## config.mk

```make
export PLATFORM = sky130hd
export DESIGN_NAME = nand_cache_read
export DESIGN_NICKNAME = d
export VERILOG_FILES = /design/src/rtl/ncr_pkg.sv /design/src/rtl/ncr_array_reader.sv /design/src/rtl/ncr_cache_reg.sv /design/src/rtl/ncr_ctrl.sv /design/src/rtl/nand_cache_read.sv
export SDC_FILE = /design/constraint.sdc
export NUM_CORES = 1
export LEC_CHECK = 0
export BUFFER_PORTS_ARGS = -buffer_cell sky130_fd_sc_hd__buf_2
export CAP_MARGIN = 5
export CORE_ASPECT_RATIO = 0.8
export CORE_MARGIN = 3
export CORE_UTILIZATION = 45
export DETAILED_ROUTE_END_ITERATION = 7
export GPL_TIMING_DRIVEN = 0
export PLACE_DENSITY = 0.57
export SKIP_LAST_GASP = 1
export SLEW_MARGIN = 20
export SYNTH_ARGS = -nofsm -noshare
export SYNTH_HDL_FRONTEND = slang
export SYNTH_SLANG_ARGS = --single-unit
```

## constraint.sdc

```tcl
create_clock -name clk -period 4.4 [get_ports clk]
set_input_delay 0.22 -clock clk [delete_from_list [all_inputs] [get_ports clk]]
set_output_delay 0.22 -clock clk [all_outputs]
set_load 0.005 [all_outputs]
```

## src/rtl/ncr_pkg.sv

```systemverilog
package ncr_pkg;

  typedef enum logic [1:0] {
    ST_IDLE  = 2'd0,
    ST_FETCH = 2'd1,
    ST_WAIT  = 2'd2,
    ST_COPY  = 2'd3
  } ctl_state_e;

  // Fixed array pattern: low byte of (31*page + 7*col) xor 0x5A
  function automatic logic [7:0] cell_byte(input int unsigned page, input int unsigned col);
    int unsigned v;
    v = (page * 32'd31 + col * 32'd7) ^ 32'h5A;
    return 8'(v);
  endfunction

endpackage

```

## src/rtl/ncr_array_reader.sv

```systemverilog
module ncr_array_reader #(
  parameter int PAGE_BYTES = 8,
  parameter int NUM_PAGES  = 16,
  parameter int T_ARRAY    = 12,
  localparam int PAGE_W    = $clog2(NUM_PAGES),
  localparam int CNT_W     = $clog2(T_ARRAY + 1)
) (
  input  logic                        clk,
  input  logic                        rst_n,
  input  logic                        go,
  input  logic [PAGE_W-1:0]           go_page,
  output logic                        busy,
  output logic                        done,
  output logic [PAGE_W-1:0]           page,
  output logic [PAGE_BYTES-1:0][7:0]  fetch_data,
  output logic [PAGE_BYTES-1:0][7:0]  dreg
);
  import ncr_pkg::*;

  logic                       busy_q, busy_d;
  logic [CNT_W-1:0]           cnt_q, cnt_d;
  logic [PAGE_W-1:0]          page_q, page_d;
  logic                       load_en;
  logic [PAGE_BYTES-1:0][7:0] dreg_q;

  // Array contents are computed per byte lane
  for (genvar b = 0; b < PAGE_BYTES; b++) begin : g_cell
    assign fetch_data[b] = cell_byte(32'(page_q), 32'(b));
  end

  always_comb begin
    busy_d  = busy_q;
    cnt_d   = cnt_q;
    page_d  = page_q;
    load_en = 1'b0;
    if (go) begin
      busy_d = 1'b1;
      cnt_d  = CNT_W'(T_ARRAY - 1);
      page_d = go_page;
    end else if (busy_q) begin
      if (cnt_q == '0) begin
        busy_d  = 1'b0;
        load_en = 1'b1;
      end else begin
        cnt_d = cnt_q - 1'b1;
      end
    end
  end

  always_ff @(posedge clk or negedge rst_n) begin
    if (!rst_n) begin
      busy_q <= 1'b0;
      cnt_q  <= '0;
      page_q <= '0;
    end else begin
      busy_q <= busy_d;
      cnt_q  <= cnt_d;
      page_q <= page_d;
    end
  end

  always_ff @(posedge clk or negedge rst_n) begin
    if (!rst_n) begin
      dreg_q <= '0;
    end else if (load_en) begin
      dreg_q <= fetch_data;
    end
  end

  assign busy = busy_q;
  assign done = busy_q && (cnt_q == '0);
  assign page = page_q;
  assign dreg = dreg_q;

endmodule

```

## src/rtl/ncr_cache_reg.sv

```systemverilog
module ncr_cache_reg #(
  parameter int PAGE_BYTES = 8,
  localparam int COL_W     = $clog2(PAGE_BYTES)
) (
  input  logic                        clk,
  input  logic                        rst_n,
  input  logic                        load_fetch,
  input  logic [PAGE_BYTES-1:0][7:0]  fetch_data,
  input  logic                        load_dreg,
  input  logic [PAGE_BYTES-1:0][7:0]  dreg,
  input  logic [COL_W-1:0]            start_col,
  input  logic                        step,
  output logic [COL_W-1:0]            col,
  output logic [PAGE_BYTES-1:0][7:0]  cache,
  output logic [7:0]                  dout
);

  logic [PAGE_BYTES-1:0][7:0] cache_q, cache_d;
  logic [COL_W-1:0]           col_q, col_d;

  always_comb begin
    cache_d = cache_q;
    col_d   = col_q;
    if (load_fetch) begin
      cache_d = fetch_data;
      col_d   = start_col;
    end else if (load_dreg) begin
      cache_d = dreg;
      col_d   = start_col;
    end else if (step) begin
      col_d = col_q + 1'b1;
    end
  end

  always_ff @(posedge clk or negedge rst_n) begin
    if (!rst_n) begin
      cache_q <= '0;
      col_q   <= '0;
    end else begin
      cache_q <= cache_d;
      col_q   <= col_d;
    end
  end

  assign col   = col_q;
  assign cache = cache_q;
  assign dout  = cache_q[col_q];

endmodule

```

## src/rtl/ncr_ctrl.sv

```systemverilog
module ncr_ctrl #(
  parameter int NUM_PAGES       = 16,
  parameter int PAGES_PER_BLOCK = 4,
  parameter int PAGE_BYTES      = 8,
  parameter int T_COPY          = 3,
  localparam int PAGE_W         = $clog2(NUM_PAGES),
  localparam int COL_W          = $clog2(PAGE_BYTES),
  localparam int BLK_W          = $clog2(PAGES_PER_BLOCK),
  localparam int CP_W           = $clog2(T_COPY + 1)
) (
  input  logic              clk,
  input  logic              rst_n,
  input  logic              cmd_start,
  input  logic              cmd_next,
  input  logic              cmd_last,
  input  logic [PAGE_W-1:0] page_addr,
  input  logic [COL_W-1:0]  col_addr,
  input  logic              eng_busy,
  input  logic              eng_done,
  input  logic [PAGE_W-1:0] eng_page,
  output logic              eng_go,
  output logic [PAGE_W-1:0] eng_go_page,
  output logic              load_fetch,
  output logic              load_dreg,
  output logic [COL_W-1:0]  start_col,
  output logic              ready,
  output logic              blk_err,
  output logic              waiting
);
  import ncr_pkg::*;

  ctl_state_e       state_q, state_d;
  logic [CP_W-1:0]  cnt_q, cnt_d;
  logic             chain_q, chain_d;
  logic [COL_W-1:0] scol_q, scol_d;
  logic             err_q, err_d;
  logic             ready_q;
  logic             blk_end;

  assign blk_end = &eng_page[BLK_W-1:0];

  always_comb begin
    state_d     = state_q;
    cnt_d       = cnt_q;
    chain_d     = chain_q;
    scol_d      = scol_q;
    err_d       = err_q;
    eng_go      = 1'b0;
    eng_go_page = eng_page + 1'b1;
    load_fetch  = 1'b0;
    load_dreg   = 1'b0;
    case (state_q)
      ST_IDLE: begin
        if (cmd_start) begin
          state_d     = ST_FETCH;
          scol_d      = col_addr;
          err_d       = 1'b0;
          eng_go      = 1'b1;
          eng_go_page = page_addr;
        end else if (cmd_next || cmd_last) begin
          if (cmd_next && blk_end) begin
            err_d = 1'b1;
          end else begin
            err_d   = 1'b0;
            chain_d = cmd_next;
            if (eng_busy && !eng_done) begin
              state_d = ST_WAIT;
            end else begin
              state_d = ST_COPY;
              cnt_d   = CP_W'(T_COPY - 1);
            end
          end
        end
      end
      ST_FETCH: begin
        if (eng_done) begin
          load_fetch = 1'b1;
          state_d    = ST_IDLE;
        end
      end
      ST_WAIT: begin
        if (eng_done) begin
          state_d = ST_COPY;
          cnt_d   = CP_W'(T_COPY - 1);
        end
      end
      ST_COPY: begin
        if (cnt_q == '0) begin
          load_dreg = 1'b1;
          eng_go    = chain_q;
          state_d   = ST_IDLE;
        end else begin
          cnt_d = cnt_q - 1'b1;
        end
      end
      default: state_d = ST_IDLE;
    endcase
  end

  always_ff @(posedge clk or negedge rst_n) begin
    if (!rst_n) begin
      state_q <= ST_IDLE;
      cnt_q   <= '0;
      chain_q <= 1'b0;
      scol_q  <= '0;
      err_q   <= 1'b0;
      ready_q <= 1'b1;
    end else begin
      state_q <= state_d;
      cnt_q   <= cnt_d;
      chain_q <= chain_d;
      scol_q  <= scol_d;
      err_q   <= err_d;
      ready_q <= (state_d == ST_IDLE);
    end
  end

  assign start_col = scol_q;
  assign ready     = ready_q;
  assign blk_err   = err_q;
  assign waiting   = (state_q == ST_WAIT);

endmodule

```

## src/rtl/nand_cache_read.sv

```systemverilog
module nand_cache_read #(
  parameter int PAGE_BYTES      = 8,
  parameter int PAGES_PER_BLOCK = 4,
  parameter int NUM_BLOCKS      = 4,
  parameter int T_ARRAY         = 12,
  parameter int T_COPY          = 3,
  localparam int NUM_PAGES      = PAGES_PER_BLOCK * NUM_BLOCKS,
  localparam int PAGE_W         = $clog2(NUM_PAGES),
  localparam int COL_W          = $clog2(PAGE_BYTES)
) (
  input  logic              clk,
  input  logic              rst_n,
  input  logic              cmd_start,
  input  logic              cmd_next,
  input  logic              cmd_last,
  input  logic [PAGE_W-1:0] page_addr,
  input  logic [COL_W-1:0]  col_addr,
  input  logic              rd_strobe,
  output logic              ready,
  output logic [7:0]        dout,
  output logic              blk_err
);

  logic [1:0]                 rs_q;
  logic                       rst_sync_n;
  logic                       eng_go, eng_busy, eng_done;
  logic [PAGE_W-1:0]          eng_go_page, eng_page;
  logic [PAGE_BYTES-1:0][7:0] fetch_pg, dreg_pg, cache_pg;
  logic                       load_fetch, load_dreg, waiting;
  logic [COL_W-1:0]           start_col, col_ptr;

  // Asynchronous assertion, synchronous release
  always_ff @(posedge clk or negedge rst_n) begin
    if (!rst_n) rs_q <= 2'b00;
    else        rs_q <= {rs_q[0], 1'b1};
  end
  assign rst_sync_n = rs_q[1];

  ncr_array_reader #(
    .PAGE_BYTES (PAGE_BYTES),
    .NUM_PAGES  (NUM_PAGES),
    .T_ARRAY    (T_ARRAY)
  ) u_reader (
    .clk        (clk),
    .rst_n      (rst_sync_n),
    .go         (eng_go),
    .go_page    (eng_go_page),
    .busy       (eng_busy),
    .done       (eng_done),
    .page       (eng_page),
    .fetch_data (fetch_pg),
    .dreg       (dreg_pg)
  );

  ncr_ctrl #(
    .NUM_PAGES       (NUM_PAGES),
    .PAGES_PER_BLOCK (PAGES_PER_BLOCK),
    .PAGE_BYTES      (PAGE_BYTES),
    .T_COPY          (T_COPY)
  ) u_ctrl (
    .clk         (clk),
    .rst_n       (rst_sync_n),
    .cmd_start   (cmd_start),
    .cmd_next    (cmd_next),
    .cmd_last    (cmd_last),
    .page_addr   (page_addr),
    .col_addr    (col_addr),
    .eng_busy    (eng_busy),
    .eng_done    (eng_done),
    .eng_page    (eng_page),
    .eng_go      (eng_go),
    .eng_go_page (eng_go_page),
    .load_fetch  (load_fetch),
    .load_dreg   (load_dreg),
    .start_col   (start_col),
    .ready       (ready),
    .blk_err     (blk_err),
    .waiting     (waiting)
  );

  ncr_cache_reg #(
    .PAGE_BYTES (PAGE_BYTES)
  ) u_cache (
    .clk        (clk),
    .rst_n      (rst_sync_n),
    .load_fetch (load_fetch),
    .fetch_data (fetch_pg),
    .load_dreg  (load_dreg),
    .dreg       (dreg_pg),
    .start_col  (start_col),
    .step       (ready && rd_strobe),
    .col        (col_ptr),
    .cache      (cache_pg),
    .dout       (dout)
  );

endmodule

```

---- Yosys cells after proc, flatten, opt, wreduce, memory -nomap -nowiden ----
Cells that the tools add are included.
W data, S select, Z words.
cells by class
  reductions and logical operators ........ 21
  $add $sub $neg .......................... 11
  multiplexer cells ....................... 43
  multiply operators ...................... 1
  $lt $le $gt $ge ......................... 1
  bitwise operators ....................... 10
  equal/unequal tests ..................... 10
operators by type and width
  kind                   number
  $mux W64               2
  $not A4 Y4             8
  $add A8 B6 Y8 const B  3
  $bmux W8 S3            1
  $mux W2                12
  $mux W4                5
  $add A8 B5 Y8 const B  2
  $mux W1                16
  $ne A2 B2 Y1 const B   5
  $mux W3                3
  $add A8 B3 Y8 const B  1
  $add A8 B4 Y8 const B  1
  $mul A4 B5 Y8 const B  1
  $mux W8                1
  $pmux W2 S4            1
  $reduce_and A2 Y1      4
  $reduce_and A7 Y1      1
  $logic_not A2 Y1       3
  $pmux W2 S3            1
  $reduce_bool A2 Y1     3
  $reduce_bool A3 Y1     2
  $add A4 B1 Y4 const B  1
  $eq A2 B2 Y1 const B   2
  $logic_and A1 B1 Y1    4
  12 further kinds       14
storage, ports and cells
  word-level logic and storage cells ...... 124
  input port bits ......................... 13
  register bits after elaboration ......... 152
  output and inout bits ................... 10

---- Logic depth before layout (Yosys ltp) ----
  depth after elaboration ................. 10
  mapped depth ............................ 13
  mapped depth without buffers ............ 12

---- By module ----
Synthesis repeated with hierarchy kept, for this count alone.
unflattened totals
  cell total of the unflattened synthesis .. 800
  area total of the unflattened synthesis .. 8227.9 µm²
by module, submodules not included
  module            instances  cells each  area an instance (µm²)  seq. area each (µm²)
  ncr_array_reader  1          393         3818.7                  1576.5
  ncr_cache_reg     1          322         3617.2                  1676.6
  ncr_ctrl          1          81          732.0                   251.5
  nand_cache_read   1          4           60.1                    50.0

---- Worst setup path after synthesis ----
OpenSTA, ideal clock, no wires.
  kind .................................... register to register
  from .................................... reg u_reader.page_q[1] (netlist: u_reader.page[1])
  to ...................................... reg u_cache.cache_q, in the netlist u_cache.cache[46]
  cell stages (with the launch flop) ...... 13
  arrival time ............................ 3582 ps
  data required time ...................... 4267 ps
  path slack .............................. 685 ps
  buffers on the path ..................... 1
  cells stage by stage .................... dfrtp_1 > inv_1 > fa_1 > fa_1 > fa_1 > clkbuf_1 > inv_2 > ha_1 > nor2b_1 > nand2_1 > o21ai_0 > xnor2_1 > a21oi_1
between the ends
  word-level cells in the longest chain between the ends .. 4
ends and longest elaborated chain
  item                    line                    source
  start, declared         ncr_array_reader.sv:22  logic [PAGE_W-1:0] page_q, page_d;
  start signal, assigned  ncr_array_reader.sv:58  page_q <= page_d;
  $mul A4 B5 Y8           ncr_pkg.sv:13           v = (page * 32'd31 + col * 32'd7) ^ 32'h5A;
  $add A8 B6 Y8           ncr_pkg.sv:13
  $not A4 Y4 (no line)    n/a
  $mux W64                ncr_cache_reg.sv:24     if (load_fetch) begin
  end signal, assigned    ncr_cache_reg.sv:40     cache_q <= cache_d;
  end, declared           ncr_cache_reg.sv:18     logic [PAGE_BYTES-1:0][7:0] cache_q, cache_d;
No other way between the ends.
A chain may end at the register's enable or synchronous reset.

---- Final worst setup path ----
  from .................................... reg u_reader.page_q[1] (netlist: u_reader.page[1])
  to ...................................... reg u_cache.cache_q, in the netlist u_cache.cache[14]
between the ends
  word-level cells in the longest chain between the ends .. 4
ends and longest elaborated chain
  item                  line
  $mul A4 B5 Y8         ncr_pkg.sv:13
  $add A8 B3 Y8         ncr_pkg.sv:13
  $not A4 Y4 (no line)  n/a
  $mux W64              ncr_cache_reg.sv:24
No other way between the ends.

==> Implementation_results.wiki <==
{| class="wikitable"
! Metric !! Value
|-
| Post-CTS Repair Setup Buffers || 0
|-
| Area of the die || 0.01722 sq mm
|-
| Largest net degree at the start of global routing || 54
|-
| Start point of the worst hold path || col_addr[0]
|-
| Cell area after technology mapping || 0.007053 sq mm
|-
| Area growth syn-to-layout || 15.59%
|-
| Share of layout cells above drive strength 1 || 14.55%
|-
| Pre-CTS setup slack || -0.03608 ns
|-
| Cells after synthesis || between 600 and 700
|-
| Final period utilization || 92.70%
|-
| Initial DRT Pass Iterations || 5
|-
| Post-DR wirelength/cell || 21.23 um
|-
| Cells after DPL || 926
|-
| Setup repair after global routing missed its margin || no
|-
| Max stage delay cell, worst path || fa_1
|-
| Clock tree from TritonCTS || yes
|-
| Min Tclk post-route || 4.079 ns
|-
| Antenna violations before repair || 0
|-
| Library cell with the largest summed area after synthesis || dfrtp_1
|-
| Dpl hpwl || 14.58 mm
|-
| Maximum fanout along the worst path || 10
|-
| Slew margin rel. || 29.91%
|-
| Worst Path Required || 4.67 ns
|-
| Max-cap violations || 0
|-
| I/O pin count || 23
|-
| Hold/Removal Path Class || input pin to flop
|-
| Antenna cell count || 0
|-
| Core ar. || roughly 0.015 sq mm
|-
| Proportion of register bits with asynchronous set or reset after synthesis || 100.0%
|-
| Mean post-synth cell area || 10.19 sq um
|-
| Global-route congestion overflow total || 0
|-
| Final Worst Setup Slack || 0.3211 ns
|-
| Portion of synthesized cell area occupied by the leading cell type || approximately 44%
|-
| Initial core utilization || 46.51%
|-
| # nets final || 788
|-
| Biggest cell delay along the critical path || between 0.7 and 0.8 ns
|-
| Main synth FF type || dfrtp_1
|-
| Overall fraction of global-route tracks in use || 24.40%
|-
| Worst endpoint data arrival time || roughly 4.4 ns
|-
| Measured slew at the worst slew-check pin || between 1 and 1.5 ns
|-
| Final Routed Wirelength || 20.36 mm
|-
| Top library cells by usage in the layout, fill and taps aside || dfrtp_1, nand2_1, o21ai_0
|-
| Source of the critical timing path || u_reader.page[1]
|-
| Final instance count without filler cells || 959
|-
| Nature of the critical path startpoint || flop
|-
| Number of remaining DRC errors || 0
|-
| Via count || 5585
|-
| Clock root buffer || clkbuf_16
|-
| Clock Sink Count || 126
|-
| Leading cell type in the layout, fill and taps excluded || dfrtp_1
|-
| Die boundary height || 118.0 um
|-
| Yosys reg bits || 126
|-
| Clock transition at the registers of the reported paths || 0.06 ns
|-
| Start-to-end type of the worst setup path || flop to flop
|-
| Final slew viol count || 0
|-
| Fillers || between 1000 and 1500
|-
| Series of cell instances along the critical path || inv_1 -> fa_1 -> fa_1 -> fa_1 -> clkbuf_2 -> inv_2 -> ha_1 -> a21oi_1 -> nor4_1 -> xnor2_1 -> a21oi_1
|-
| Ys Warns || 0
|-
| Sequential element share of the synthesized area || between 40 and 50%
|-
| Clock skew after layout || 0.008352 ns
|-
| Vias in the first global route || 5572
|-
| Cts bufs inserted || 17
|-
| RD Place Congestion || 0.9138
|-
| Standard-cell rows || 40
|-
| Count of flip-flops with a built-in enable after synthesis || 0
|-
| Status || complete, no violations
|-
| Cell with the most instances on the worst path || fa_1
|-
| Global-route wire length before repair || 32.37 mm
|-
| Hold Violations, Final || 0
|-
| Insertion delay of the later-clocked pin in the worst-skew pair || 0.42 ns
|-
| Unique cell type count in the Yosys netlist || 57
|-
| DIE WIDTH || around 150 um
|-
| Clock H-tree levels || 4
|-
| Count of endpoints failing setup in the final report || 0
|-
| Post-detailed-route count of antenna-violating nets || 0
|-
| Clk buf depth || 2
|-
| Maximum clock frequency || roughly 250 MHz
|-
| Reg2Reg Launch Point || u_reader.page[1]
|-
| Kind of end point of the critical path || flop
|-
| Utilization after layout || between 50% and 60%
|-
| Syn_nets || 744
|-
| I/O Buffers || 22
|-
| Iteration-0 DRC count of the detailed router || around 540
|-
| Vias per cell || about 5.8
|-
| Setup slack on the worst flop-to-flop path || 0.32 ns
|-
| Area contributors post-synth || dfrtp_1, ha_1, nand2_1
|}
[critical path: cells and delay by family (launching register included)]
kind | cells | cell delay, ns
simple gates | 1 | 0.10
compound gates | 2 | 0.33
flops | 1 | 0.48
fa+ha+maj | 4 | 2.13
xor+xnor | 1 | 0.30
buf+inv | 3 | 0.59
[cell families (layout without fill, tap and decap cells)]
logic type | count (synthesis) | in the layout | share of synthesized area, %
compound gates | 189 | 189 | 17.54
simple gates | 172 | 172 | 11.39
flops | 126 | 126 | 44.72
buf+inv | 77 | 134 | 4.417
mux | 52 | 52 | 9.739
fa+ha+maj | 39 | 39 | 7.557
xor+xnor | 36 | 36 | 4.577
other cells | 1 | 1 | 0.05317
[layer usage]
metal / GRT usage, % / share of wire (%) / routed length (um) / vias up
met5: 0 / 0 / 0 / -
met4: 5.053 / 1.1 / 224 / 0
met3: 5.851 / 7.1 / 1438 / 23
met2: 35.23 / 43 / 8847 / 201
met1: 37.47 / 48 / 9850 / 2798
li1: - / - / - / 2563
[final cells by class]
type,count,area (sq um),area share [%]
multi-input combinational,489,3591,44.05
sequential,126,3159,38.75
clock buffer,22,474.2,5.816
tap,210,262.8,3.223
buffer,49,209.0,2.563
clock inverter,10,183.9,2.256
timing repair buffer,25,167.7,2.056
inverter,28,105.1,1.289
[sequential cells by signal, indices dropped and copies added, names as in the netlist, 2 cells and up]
name / flops
u_ctrl.state_q: 2
u_cache.col: 3
u_ctrl.cnt_q: 2
u_ctrl.start_col: 3
u_reader.page: 4
u_cache.cache: 51
u_reader.dreg: 51
rs_q: 2
u_reader.cnt_q: 4
[cells in the mapped netlist (3+ instances only)]
master / count
buf_2: 5
mux4_2: 12
inv_1: 27
and2_1: 4
ha_1: 33
a31oi_1: 4
a211oi_1: 29
a221o_1: 3
xor2_1: 8
nand2b_1: 3
o31ai_1: 5
xnor2_1: 27
buf_1: 4
and3_1: 31
nand3_1: 6
nor2b_1: 3
fa_1: 6
nor2_1: 34
nor3_1: 3
clkbuf_1: 37
a2111oi_2: 5
dfrtp_1: 125
a211o_1: 3
nand2_1: 75
o21bai_1: 7
mux2_2: 13
o21a_1: 3
o211ai_1: 3
o21ai_0: 53
nand4_1: 3
mux2i_1: 27
o22ai_1: 3
o2111a_1: 3
a21oi_1: 49
o21ai_1: 5
[final timing paths]
check | endpoint | cells past startpoint
max in group asynchronous | u_reader.dreg[39] | 2
min in group asynchronous | rs_q[1] | 2
max | u_cache.cache[14] | 11
max reg2reg | u_cache.cache[14] | 11
min | u_ctrl.start_col[0] | 2
min reg2reg | u_reader.dreg[45] | 0
[per-stage QoR]
stage	area (sq um)	TNS, ns	hold slack, ns
2_1_floorplan	7053	0	-0.07559
3_3_place_gp	7426	-92.35	0.004612
3_5_place_dp	7477	-0.03608	0.009421
4_1_cts	8148	0	0.02384
5_1_grt	8153	0	0.03492
6_report	8153	0	0.03428
[repair_timing]
item	in CTS	in global routing
endpoints found under the hold margin	2	0
hold buffers	1	0
endpoints found under the setup margin	4	7
resized for setup	2	2
Power is not shown: default switching activity piles up to over one toggle a cycle in this logic, so the estimate is an artifact.
